**config.mk**
```make
export PLATFORM = sky130hd
export DESIGN_NAME = corr_out_sched
export DESIGN_NICKNAME = d
export VERILOG_FILES = /design/src/rtl/cos_pkg.sv /design/src/rtl/cos_blk_track.sv /design/src/rtl/cos_win_timer.sv /design/src/rtl/cos_offer.sv /design/src/rtl/corr_out_sched.sv
export SDC_FILE = /design/constraint.sdc
export NUM_CORES = 1
export LEC_CHECK = 0
export CELL_PAD_IN_SITES_DETAIL_PLACEMENT = 1
export CELL_PAD_IN_SITES_GLOBAL_PLACEMENT = 1
export CORE_UTILIZATION = 44
export CTS_CLUSTER_DIAMETER = 60
export DETAILED_ROUTE_END_ITERATION = 12
export GPL_ROUTABILITY_DRIVEN = 0
export HOLD_SLACK_MARGIN = 0.03
export MAX_ROUTING_LAYER = met4
export PLACE_DENSITY = 0.88
export REMOVE_ABC_BUFFERS = 1
export SLEW_MARGIN = 25
export SYNTH_ARGS = -nofsm -noshare
export SYNTH_HDL_FRONTEND = slang
export SYNTH_HIERARCHICAL = 1
export SYNTH_SLANG_ARGS = --single-unit
```
**constraint.sdc**
```tcl
create_clock -name clk -period 4.3 [get_ports clk]
set_clock_uncertainty 0.2 [all_clocks]
set_input_delay 0.86 -clock clk [delete_from_list [all_inputs] [get_ports clk]]
set_output_delay 0.86 -clock clk [all_outputs]
set_load 0.03 [all_outputs]
```
**src/rtl/cos_pkg.sv**
```systemverilog
package cos_pkg;
  typedef enum logic [1:0] {
    MODE_CLOSED = 2'd0,
    MODE_H      = 2'd1,
    MODE_HV     = 2'd2
  } win_mode_e;
endpackage

```
**src/rtl/cos_blk_track.sv**
```systemverilog
module cos_blk_track #(
  parameter int FRAME_BLKS = 272,
  parameter int V_START    = 29,
  parameter int V_COUNT    = 190,
  localparam int PW = $clog2(FRAME_BLKS + 1),
  localparam int VW = $clog2(V_COUNT + 1)
) (
  input  logic          clk,
  input  logic          rst_n,
  input  logic          blk_stb,
  input  logic          frm_first,
  input  logic          blk_lock,
  input  logic          frm_lock,
  input  logic          hfail_stb,
  output logic          new_blk,
  output logic [PW-1:0] prev_pos,
  output logic          v_act,
  output logic [VW-1:0] v_idx
);
  localparam logic [PW-1:0] LAST = PW'(FRAME_BLKS);
  localparam logic [PW-1:0] VLO  = PW'(V_START);
  localparam logic [PW-1:0] VHI  = PW'(V_START + V_COUNT - 1);

  logic [PW-1:0] pos_q, prev_q;
  logic          arm_q, fail_q, new_q;
  logic          locked;

  assign locked = blk_lock & frm_lock;

  always_ff @(posedge clk) begin
    if (!rst_n) begin
      pos_q  <= '0;
      prev_q <= '0;
      arm_q  <= 1'b0;
      fail_q <= 1'b0;
      new_q  <= 1'b0;
    end else begin
      new_q <= blk_stb & locked;
      if (!locked) begin
        pos_q  <= '0;
        prev_q <= '0;
        arm_q  <= 1'b0;
        fail_q <= 1'b0;
      end else if (blk_stb) begin
        prev_q <= pos_q;
        if (frm_first) begin
          pos_q  <= PW'(1);
          arm_q  <= (pos_q == LAST) && fail_q;
          fail_q <= hfail_stb;
        end else if (pos_q != '0 && pos_q < LAST) begin
          pos_q  <= pos_q + PW'(1);
          fail_q <= fail_q | hfail_stb;
        end else begin
          pos_q  <= '0;
          arm_q  <= 1'b0;
          fail_q <= 1'b0;
        end
      end else begin
        fail_q <= fail_q | hfail_stb;
      end
    end
  end

  assign new_blk  = new_q;
  assign prev_pos = prev_q;
  assign v_act    = arm_q && (pos_q >= VLO) && (pos_q <= VHI);
  assign v_idx    = VW'(pos_q - VLO + PW'(1));

  // a lock drop empties the position and disarms vertical output
  assert_unlock_clears_R9: assert property (@(posedge clk) disable iff (!rst_n)
    !locked |=> (pos_q == '0 && !arm_q));
  // arming only ever happens on the first block of a frame
  assert_arm_at_first_R7: assert property (@(posedge clk) disable iff (!rst_n)
    $rose(arm_q) |-> (pos_q == PW'(1) && $past(blk_stb && frm_first)));
  // vertical numbers stay inside the data span
  assert_vidx_span_R8: assert property (@(posedge clk) disable iff (!rst_n)
    v_act |-> (v_idx >= VW'(1) && v_idx <= VW'(V_COUNT)));
endmodule

```
**src/rtl/cos_win_timer.sv**
```systemverilog
module cos_win_timer #(
  parameter int TICK_DIV = 250,
  parameter int TW       = 16,
  localparam int DW = $clog2(TICK_DIV + 1)
) (
  input  logic          clk,
  input  logic          rst_n,
  input  logic          start,
  input  logic [TW-1:0] lim,
  output logic          expire
);
  logic [DW-1:0] div_q;
  logic [TW-1:0] tick_q, lim_q;
  logic          run_q;

  assign expire = run_q && (div_q == DW'(TICK_DIV - 1)) && (tick_q == lim_q - TW'(1));

  always_ff @(posedge clk) begin
    if (!rst_n) begin
      div_q  <= '0;
      tick_q <= '0;
      lim_q  <= '0;
      run_q  <= 1'b0;
    end else if (start) begin
      div_q  <= '0;
      tick_q <= '0;
      lim_q  <= lim;
      run_q  <= 1'b1;
    end else if (run_q) begin
      if (expire) begin
        run_q <= 1'b0;
      end else if (div_q == DW'(TICK_DIV - 1)) begin
        div_q  <= '0;
        tick_q <= tick_q + TW'(1);
      end else begin
        div_q <= div_q + DW'(1);
      end
    end
  end

  // the tick count never passes the latched limit while running
  assert_tick_below_lim_R4: assert property (@(posedge clk) disable iff (!rst_n)
    run_q |-> (tick_q < lim_q));
endmodule

```
**src/rtl/cos_offer.sv**
```systemverilog
module cos_offer
  import cos_pkg::*;
#(
  parameter int PW     = 9,
  parameter int VW     = 8,
  parameter int TW     = 16,
  parameter int WIN_H  = 18000,
  parameter int WIN_HV = 9000
) (
  input  logic          clk,
  input  logic          rst_n,
  input  logic          new_blk,
  input  logic [PW-1:0] prev_pos,
  input  logic          v_act,
  input  logic [VW-1:0] v_idx_in,
  input  logic          expire,
  input  logic          host_busy,
  input  logic          h_ready,
  input  logic          v_ready,
  output logic          start,
  output logic [TW-1:0] lim,
  output logic          h_valid,
  output logic [PW-1:0] h_idx,
  output logic          v_valid,
  output logic [VW-1:0] v_idx,
  output logic          rdy_n,
  output logic          irq_n,
  output logic [1:0]    win_mode,
  output logic          ng,
  output logic          ovr
);
  logic      win_q, hv_q, ng_q, ovr_q, hv_q_valid, vv_q;
  logic      h_on, closing;
  win_mode_e mode;

  assign h_on    = new_blk && (prev_pos != '0);
  assign start   = h_on;
  assign lim     = v_act ? TW'(WIN_HV) : TW'(WIN_H);
  assign closing = win_q && (expire || new_blk);

  always_ff @(posedge clk) begin
    if (!rst_n) begin
      win_q      <= 1'b0;
      hv_q       <= 1'b0;
      hv_q_valid <= 1'b0;
      vv_q       <= 1'b0;
      ng_q       <= 1'b0;
      ovr_q      <= 1'b0;
      h_idx      <= '0;
      v_idx      <= '0;
    end else begin
      if (closing && host_busy) ovr_q <= 1'b1;
      if (new_blk) begin
        win_q      <= h_on;
        hv_q       <= h_on && v_act;
        hv_q_valid <= h_on;
        vv_q       <= h_on && v_act;
        h_idx      <= prev_pos;
        v_idx      <= v_idx_in;
        ng_q       <= 1'b0;
      end else if (win_q && expire) begin
        win_q      <= 1'b0;
        hv_q       <= 1'b0;
        hv_q_valid <= 1'b0;
        vv_q       <= 1'b0;
        ng_q       <= 1'b1;
      end else begin
        if (hv_q_valid && h_ready) hv_q_valid <= 1'b0;
        if (vv_q && v_ready)       vv_q       <= 1'b0;
      end
    end
  end

  always_comb begin
    if (!win_q)    mode = MODE_CLOSED;
    else if (hv_q) mode = MODE_HV;
    else           mode = MODE_H;
  end

  assign h_valid  = hv_q_valid;
  assign v_valid  = vv_q;
  assign rdy_n    = ~win_q;
  assign irq_n    = ~(hv_q_valid | vv_q);
  assign win_mode = mode;
  assign ng       = ng_q;
  assign ovr      = ovr_q;

  // an interrupt is only pending inside an open window
  assert_irq_in_window_R3: assert property (@(posedge clk) disable iff (!rst_n)
    !irq_n |-> !rdy_n);
  // a taken offer is not repeated in the same window
  assert_single_take_R3: assert property (@(posedge clk) disable iff (!rst_n)
    (h_valid && h_ready && !new_blk) |=> !h_valid);
  // an unaccepted offer holds its index
  assert_hold_idx_R11: assert property (@(posedge clk) disable iff (!rst_n)
    (h_valid && !h_ready && !new_blk && !expire) |=> (h_valid && $stable(h_idx)));
  // the not-guaranteed flag never overlaps an open window
  assert_ng_closed_R5: assert property (@(posedge clk) disable iff (!rst_n)
    ng |-> rdy_n);
  // overrun is sticky
  assert_ovr_sticky_R6: assert property (@(posedge clk) disable iff (!rst_n)
    ovr |=> ovr);
endmodule

```
**src/rtl/corr_out_sched.sv**
```systemverilog
module corr_out_sched #(
  parameter int FRAME_BLKS = 272,
  parameter int V_START    = 29,
  parameter int V_COUNT    = 190,
  parameter int TICK_DIV   = 250,
  parameter int WIN_H      = 18000,
  parameter int WIN_HV     = 9000,
  localparam int PW   = $clog2(FRAME_BLKS + 1),
  localparam int VW   = $clog2(V_COUNT + 1),
  localparam int WMAX = (WIN_H > WIN_HV) ? WIN_H : WIN_HV,
  localparam int TW   = $clog2(WMAX + 1)
) (
  input  logic          clk,
  input  logic          rst_n,
  input  logic          blk_stb,
  input  logic          frm_first,
  input  logic          blk_lock,
  input  logic          frm_lock,
  input  logic          hfail_stb,
  input  logic          host_busy,
  output logic          h_valid,
  input  logic          h_ready,
  output logic [PW-1:0] h_idx,
  output logic          v_valid,
  input  logic          v_ready,
  output logic [VW-1:0] v_idx,
  output logic          rdy_n,
  output logic          irq_n,
  output logic [1:0]    win_mode,
  output logic          ng,
  output logic          ovr
);
  logic          new_blk, v_act, start, expire;
  logic [PW-1:0] prev_pos;
  logic [VW-1:0] v_num;
  logic [TW-1:0] lim;

  cos_blk_track #(
    .FRAME_BLKS(FRAME_BLKS), .V_START(V_START), .V_COUNT(V_COUNT)
  ) u_track (
    .clk(clk), .rst_n(rst_n), .blk_stb(blk_stb), .frm_first(frm_first),
    .blk_lock(blk_lock), .frm_lock(frm_lock), .hfail_stb(hfail_stb),
    .new_blk(new_blk), .prev_pos(prev_pos), .v_act(v_act), .v_idx(v_num)
  );

  cos_win_timer #(.TICK_DIV(TICK_DIV), .TW(TW)) u_timer (
    .clk(clk), .rst_n(rst_n), .start(start), .lim(lim), .expire(expire)
  );

  cos_offer #(
    .PW(PW), .VW(VW), .TW(TW), .WIN_H(WIN_H), .WIN_HV(WIN_HV)
  ) u_offer (
    .clk(clk), .rst_n(rst_n), .new_blk(new_blk), .prev_pos(prev_pos),
    .v_act(v_act), .v_idx_in(v_num), .expire(expire), .host_busy(host_busy),
    .h_ready(h_ready), .v_ready(v_ready), .start(start), .lim(lim),
    .h_valid(h_valid), .h_idx(h_idx), .v_valid(v_valid), .v_idx(v_idx),
    .rdy_n(rdy_n), .irq_n(irq_n), .win_mode(win_mode), .ng(ng), .ovr(ovr)
  );
endmodule

```
* Word level (Yosys, flattened, before mapping)
Index checks and enable logic that the tools add are counted.
Word-level totals: flip-flop bits (word level) 83, input port bits 10, output and inout port bits 25, word-level logic and storage cells 86
Operators by class: add/sub/neg operators 6, magnitude comparators 3, equal/unequal tests 4, mux-type cells 23, bitwise logic cells 8, reduce and logical (&&, ||, !) cells 25
Operator list (count):
- 9-bit two-way mux | 2
- 9-bit nonzero test | 2
- 1-bit two-way mux | 17
- 8-bit by 1-bit adder with 8-bit output, second input constant | 2
- 15-bit by 1-bit adder with 15-bit output, second input constant | 1
- 15-bit == test | 1
- 15-bit two-way mux | 1
- 15-bit by 1-bit subtractor with 15-bit output, second input constant | 1
- 1-bit logical AND | 13
- 9-bit by 1-bit adder with 9-bit output, second input constant | 1
- 9-bit == test, second input constant | 1
- 9-bit by 5-bit >= comparator with 1-bit output, second input constant | 1
- 9-bit by 8-bit less-or-equal comparator with 1-bit output, second input constant | 1
- 9-bit less-than comparator, second input constant | 1
- 8-bit == test, second input constant | 1
- 8-bit two-way mux | 1
- 8-bit by 5-bit subtractor with 8-bit output, second input constant | 1
- 2-bit AND reduction | 3
- 3-bit nonzero test | 2
- 2-bit two-way mux | 2
- 1-bit inverter | 4
- 2-bit OR reduction | 2
- 3-bit AND reduction | 1
- 1-bit AND | 2
- other kinds (4) | 5

* Longest topological paths before layout
word-level depth 6, gate-level depth with buffers 11, mapped depth without buffers 11

* Hierarchy
The synthesis kept the hierarchy.
Modules (own cells, without submodules):
- cos_win_timer | instances 1, cells each 261, area each 2242.2 um^2, sequential area each 780.7 um^2
- cos_blk_track | instances 1, cells each 124, area each 1188.6 um^2, sequential area each 420.4 um^2
- cos_offer | instances 1, cells each 100, area each 1034.7 um^2, sequential area each 460.4 um^2

* Worst setup path after synthesis
Ideal clock, no wire load.
path kind register to register, start register u_timer.lim_q[0], end register u_offer.vv_q, in the netlist u_offer/v_valid, setup time 0.116 ns, data arrival time 2.844 ns, required time 3.984 ns, slack 1.141 ns, cell stages (with the launch flop) 12, path buffers 0, period minus slack after synthesis 3.159 ns, cell sequence dfxtp_1 inv_1 ha_1 or3b_1 nor3_1 xnor2_1 or4_4 nand3b_1 nor4_1 a21oi_1 and4b_1 a31o_1
Between the ends: longest elaborated chain between the ends 6, elaborated cells on any way between the ends 7, those cells by class add/sub (1); eq/ne (1); mux (2); reduce/logical (3)
Ends and longest elaborated chain:
- start: declaration | RTL line cos_win_timer.sv:13 | logic [TW-1:0] tick_q, lim_q;
- start signal: assignment | RTL line cos_win_timer.sv:27 | lim_q <= lim;
- 15-bit by 1-bit subtractor with 15-bit output (*) | RTL line cos_win_timer.sv:16 | assign expire = run_q && (div_q == DW'(TICK_DIV - 1)) && (tick_q == lim_q - TW'(1));
- 15-bit == test (*) | RTL line cos_win_timer.sv:16
- 1-bit logical AND (*) | RTL line cos_win_timer.sv:16
- via expire | RTL line corr_out_sched.sv:33 | logic new_blk, v_act, start, expire;
- 1-bit logical AND (*) | RTL line cos_offer.sv:61 | end else if (win_q && expire) begin
- 1-bit two-way mux | RTL line cos_offer.sv:61
- 1-bit two-way mux | RTL line cos_offer.sv:53 | if (new_blk) begin
- end signal: assignment | RTL line cos_offer.sv:57 | vv_q <= h_on && v_act;
- end: declaration | RTL line cos_offer.sv:32 | logic win_q, hv_q, ng_q, ovr_q, hv_q_valid, vv_q;
The timed path passes the listed nets; every way through them passes the cells marked *. A chain may end at the register's enable or synchronous reset.

* Worst setup path in the final report
Same ends and word-level chain as after synthesis.

==> results.md <==
* Fmax at around 0.27 GHz
* TNS Setup at 0 ps
* Num CTS Buffers at 9
* FILL cells at 1151
* Worst IR drop on VDD at about 0.00016 V
* Diode count at 0
* Placed Area at 4770 um^2
* Pre-Repair DR Iteration Count at 4
* RSZ-0062 raised after global routing: false
* Core ar. at 9820 um^2
* First-pass GRT wire length at 18.4 mm
* Worst path bufs/invs at 1
* I/O Buffers at 34
* Register area share after synthesis at a little under two fifths
* Status: completed
* Worst-Skew Late Latency at 360 ps
* Total number of vias at 3571
* Row cnt at 36
* Predominant post-synthesis flop cell: dfxtp_1
* Post-CTS Hold Buffers at 0
* Gate power share at 3.9%
* Root Driver: clkbuf_8
* Routed wire per std cell at 17.6 um
* Largest net degree at the start of global routing at 28
* Largest area contributor in the netlist: dfxtp_1
* Post_cts resized at 0
* Yosys top cell area share at a little under two fifths
* Int Power at ~1.1 mW
* FF/Latch Area at 1660 um^2
* Met2 usage at 39.3%
* Worst path slowest cell: or4_4
* Syn Area/Cell at 9.21 um^2
* Drt drc at 0
* Post-synth EDFFs at 0
* DR iter-0 viols at ~150
* Cell variety after synth at 72
* Asr flop ratio synth at 0%
* Top-count cell post-synth: dfxtp_1
* Syn Inst Count at 485
* Syn. warnings at 6
* CTS tree: yes
* Hold Fails Final Rpt at 0
* Hold/Removal Path Class: reg2reg
* Top area cells in the synthesized netlist: dfxtp_1 37%, mux2i_1 9.6%, nor2b_1 4.6%
* Dpl hpwl at between 8 and 9 mm
* Reg2Reg Depth at 11
* Share of cells above drive strength 1 at 7.71%
* Critical path's top delay family: simple AND/OR/NAND/NOR gates
* Fin area at 4970 um^2
* Clk buf depth at 2
* CTS clk-pin slew, worst paths at ~90 ps
* Met1 Track Usage GR at 27.9%
* GRT Total Usage at between 20% and 30%
* DP Cell Count at 624
* Multi-input gate area at 2490 um^2
* Area Growth Syn to Fin at 11.3%
* CP startpoint kind: register
* GR Util met3 at 4.54%
* Routed Antenna Nets at 0
* Gr ovfl total at 0
* Final min period at ~3600 ps
* Data arrival, critical path at 3690 ps
* Sw Share at 23.2%
* Final Max Tran Viols at 0
* Drt via density at 5.59
* Final Cycle Share at 84.6%
* Max-Cap Viols at 0
* Number of synthesized register bits at 83
* Starting Density at between 40% and 50%
* Post-CTS setup buffers at 0
* Die H at 103 um
* Worst slew margin at 37.7%
* Antenna violations before repair at 0
* Critical Path Max Stage Delay at 560 ps
* Setup violations, final at 0
* Setup crit end kind: register
* CP cell instances: inv_1 > ha_1 > or3b_1 > nor2_2 > nor2_1 > or4_4 > nand3b_1 > nor4_1 > a21oi_1 > and4b_1 > a31o_1
* Die area at 10600 um^2
* Synth top cells by count: 83 x dfxtp_1, 43 x mux2i_1, 33 x nor2b_1
* NetSw at 0.326 mW
* Final core utilization at roughly 50%
* Hold WS at 291 ps
* PD cells at 282 nW/um^2
* Vias in the first global route at roughly 3800
* Critical path class: reg2reg
* Clk sinks at 83
* Post-Route WL at approximately 11 mm
* Flop pwr share at 55.0%
* Final Net Count at 521
* Clock power share at 41.1%
* CP required at 4350 ps
* WP depth at 11
* H-tree Lvls at 3
* Final cell count without fillers at 639
* Post-synthesis instance area at approximately 4500 um^2
* Slew @ Worst Pin at between 900 and 1000 ps
* Worst hold path cell count at 2
* I/O pin count at 35
* Static Leak at between 1.5 and 2 nW
* Worst-path maximum fanout at 6
* GR peak layer: met2
* Die W at 103 um
[state kept, by name (all words and copies together) (netlist names), 8 cells and up]
register	flops
u_offer/v_idx	8
u_timer/lim_q	15
u_offer/h_idx	9
u_track/pos_q	9
u_timer/tick_q	15
u_timer/div_q	8
u_track/prev_pos	9
[cell type report]
class,instances,area share (%)
inverters,19,1.43
multi-input cells,350,50.2
clock inverters,5,1.26
well taps,133,3.35
flip-flops and latches,83,33.4
clock buffers,10,2.77
repair buffers,39,7.60
[worst reg2reg max path: cells and delay by family, from the launching register on]
family / cells / cell delay [ps]
adder cells (fa/ha/maj): 1 / 240
flip-flops: 1 / 370
AO/OA/AOI/OAI: 2 / 400
buffers and inverters: 1 / 80
AND/OR/NAND/NOR: 7 / 2270
[per-stage QoR]
stage          total power [mW]  setup WS [ps]
3_3_place_gp              0.841            892
3_5_place_dp              0.843            707
6_report                   1.40            663
5_1_grt                    1.46            422
4_1_cts                    1.42            655
2_1_floorplan             0.814           1110
[worst paths after layout]
kind	from	endpoint	slack, ps
setup / recovery	u_timer/lim_q[0]	u_offer/v_valid	660
hold / removal	u_track/fail_q	u_track/fail_q	290
setup reg to reg	u_timer/lim_q[0]	u_offer/v_valid	660
hold reg to reg	u_track/fail_q	u_track/fail_q	290
[metal layers]
metal / routed length [um] / share of wire [%]
met2: 5750 / 51
met3: 319 / 2.8
met4: 100 / 0.89
met1: 5100 / 45
met5: 0 / 0
[cell usage in the layout, fill, tap and decap left out, types with 5 or more instances in the layout]
cell type | Yosys | layout
dfxtp_1 | 83 | 83
mux2i_1 | 43 | 43
clkdlybuf4s50_1 | 0 | 34
nor2b_1 | 33 | 33
nor2_1 | 31 | 31
nand2_1 | 24 | 24
a21oi_1 | 20 | 20
inv_1 | 19 | 19
xor2_1 | 15 | 15
or3_1 | 14 | 14
xnor2_1 | 14 | 14
nand3_1 | 13 | 13
clkbuf_8 | 0 | 10
nor3_1 | 9 | 9
o21ai_0 | 9 | 9
ha_1 | 9 | 9
o21ai_1 | 8 | 8
and3_1 | 7 | 7
conb_1 | 2 | 7
nor4_1 | 6 | 6
buf_4 | 17 | 5
a31oi_1 | 5 | 5
or4_1 | 5 | 5
o211ai_1 | 5 | 5
nand4_1 | 5 | 5
[cell families after synthesis]
logic type	Yosys count	share of synthesized area (%)
other	2	0.168
multiplexers	43	9.64
XOR/XNOR	29	5.69
flip-flops	83	37.2
AND/OR/NAND/NOR	173	22.4
AO/OA/AOI/OAI	89	15.0
adder cells (fa/ha/maj)	9	2.52
buffers and inverters	57	7.37
[power by group through the flow]
stage | registers (mW) | clock network [mW] | logic [mW]
after global placement | 0.790 | 0 | 0.0516
after detailed placement | 0.790 | 0 | 0.0534
final | 0.772 | 0.577 | 0.0542
after floorplan | 0.794 | 0 | 0.0201
after CTS | 0.772 | 0.593 | 0.0539
after global routing | 0.772 | 0.627 | 0.0583
No activity file was read; power rests on OpenSTA's default activity.
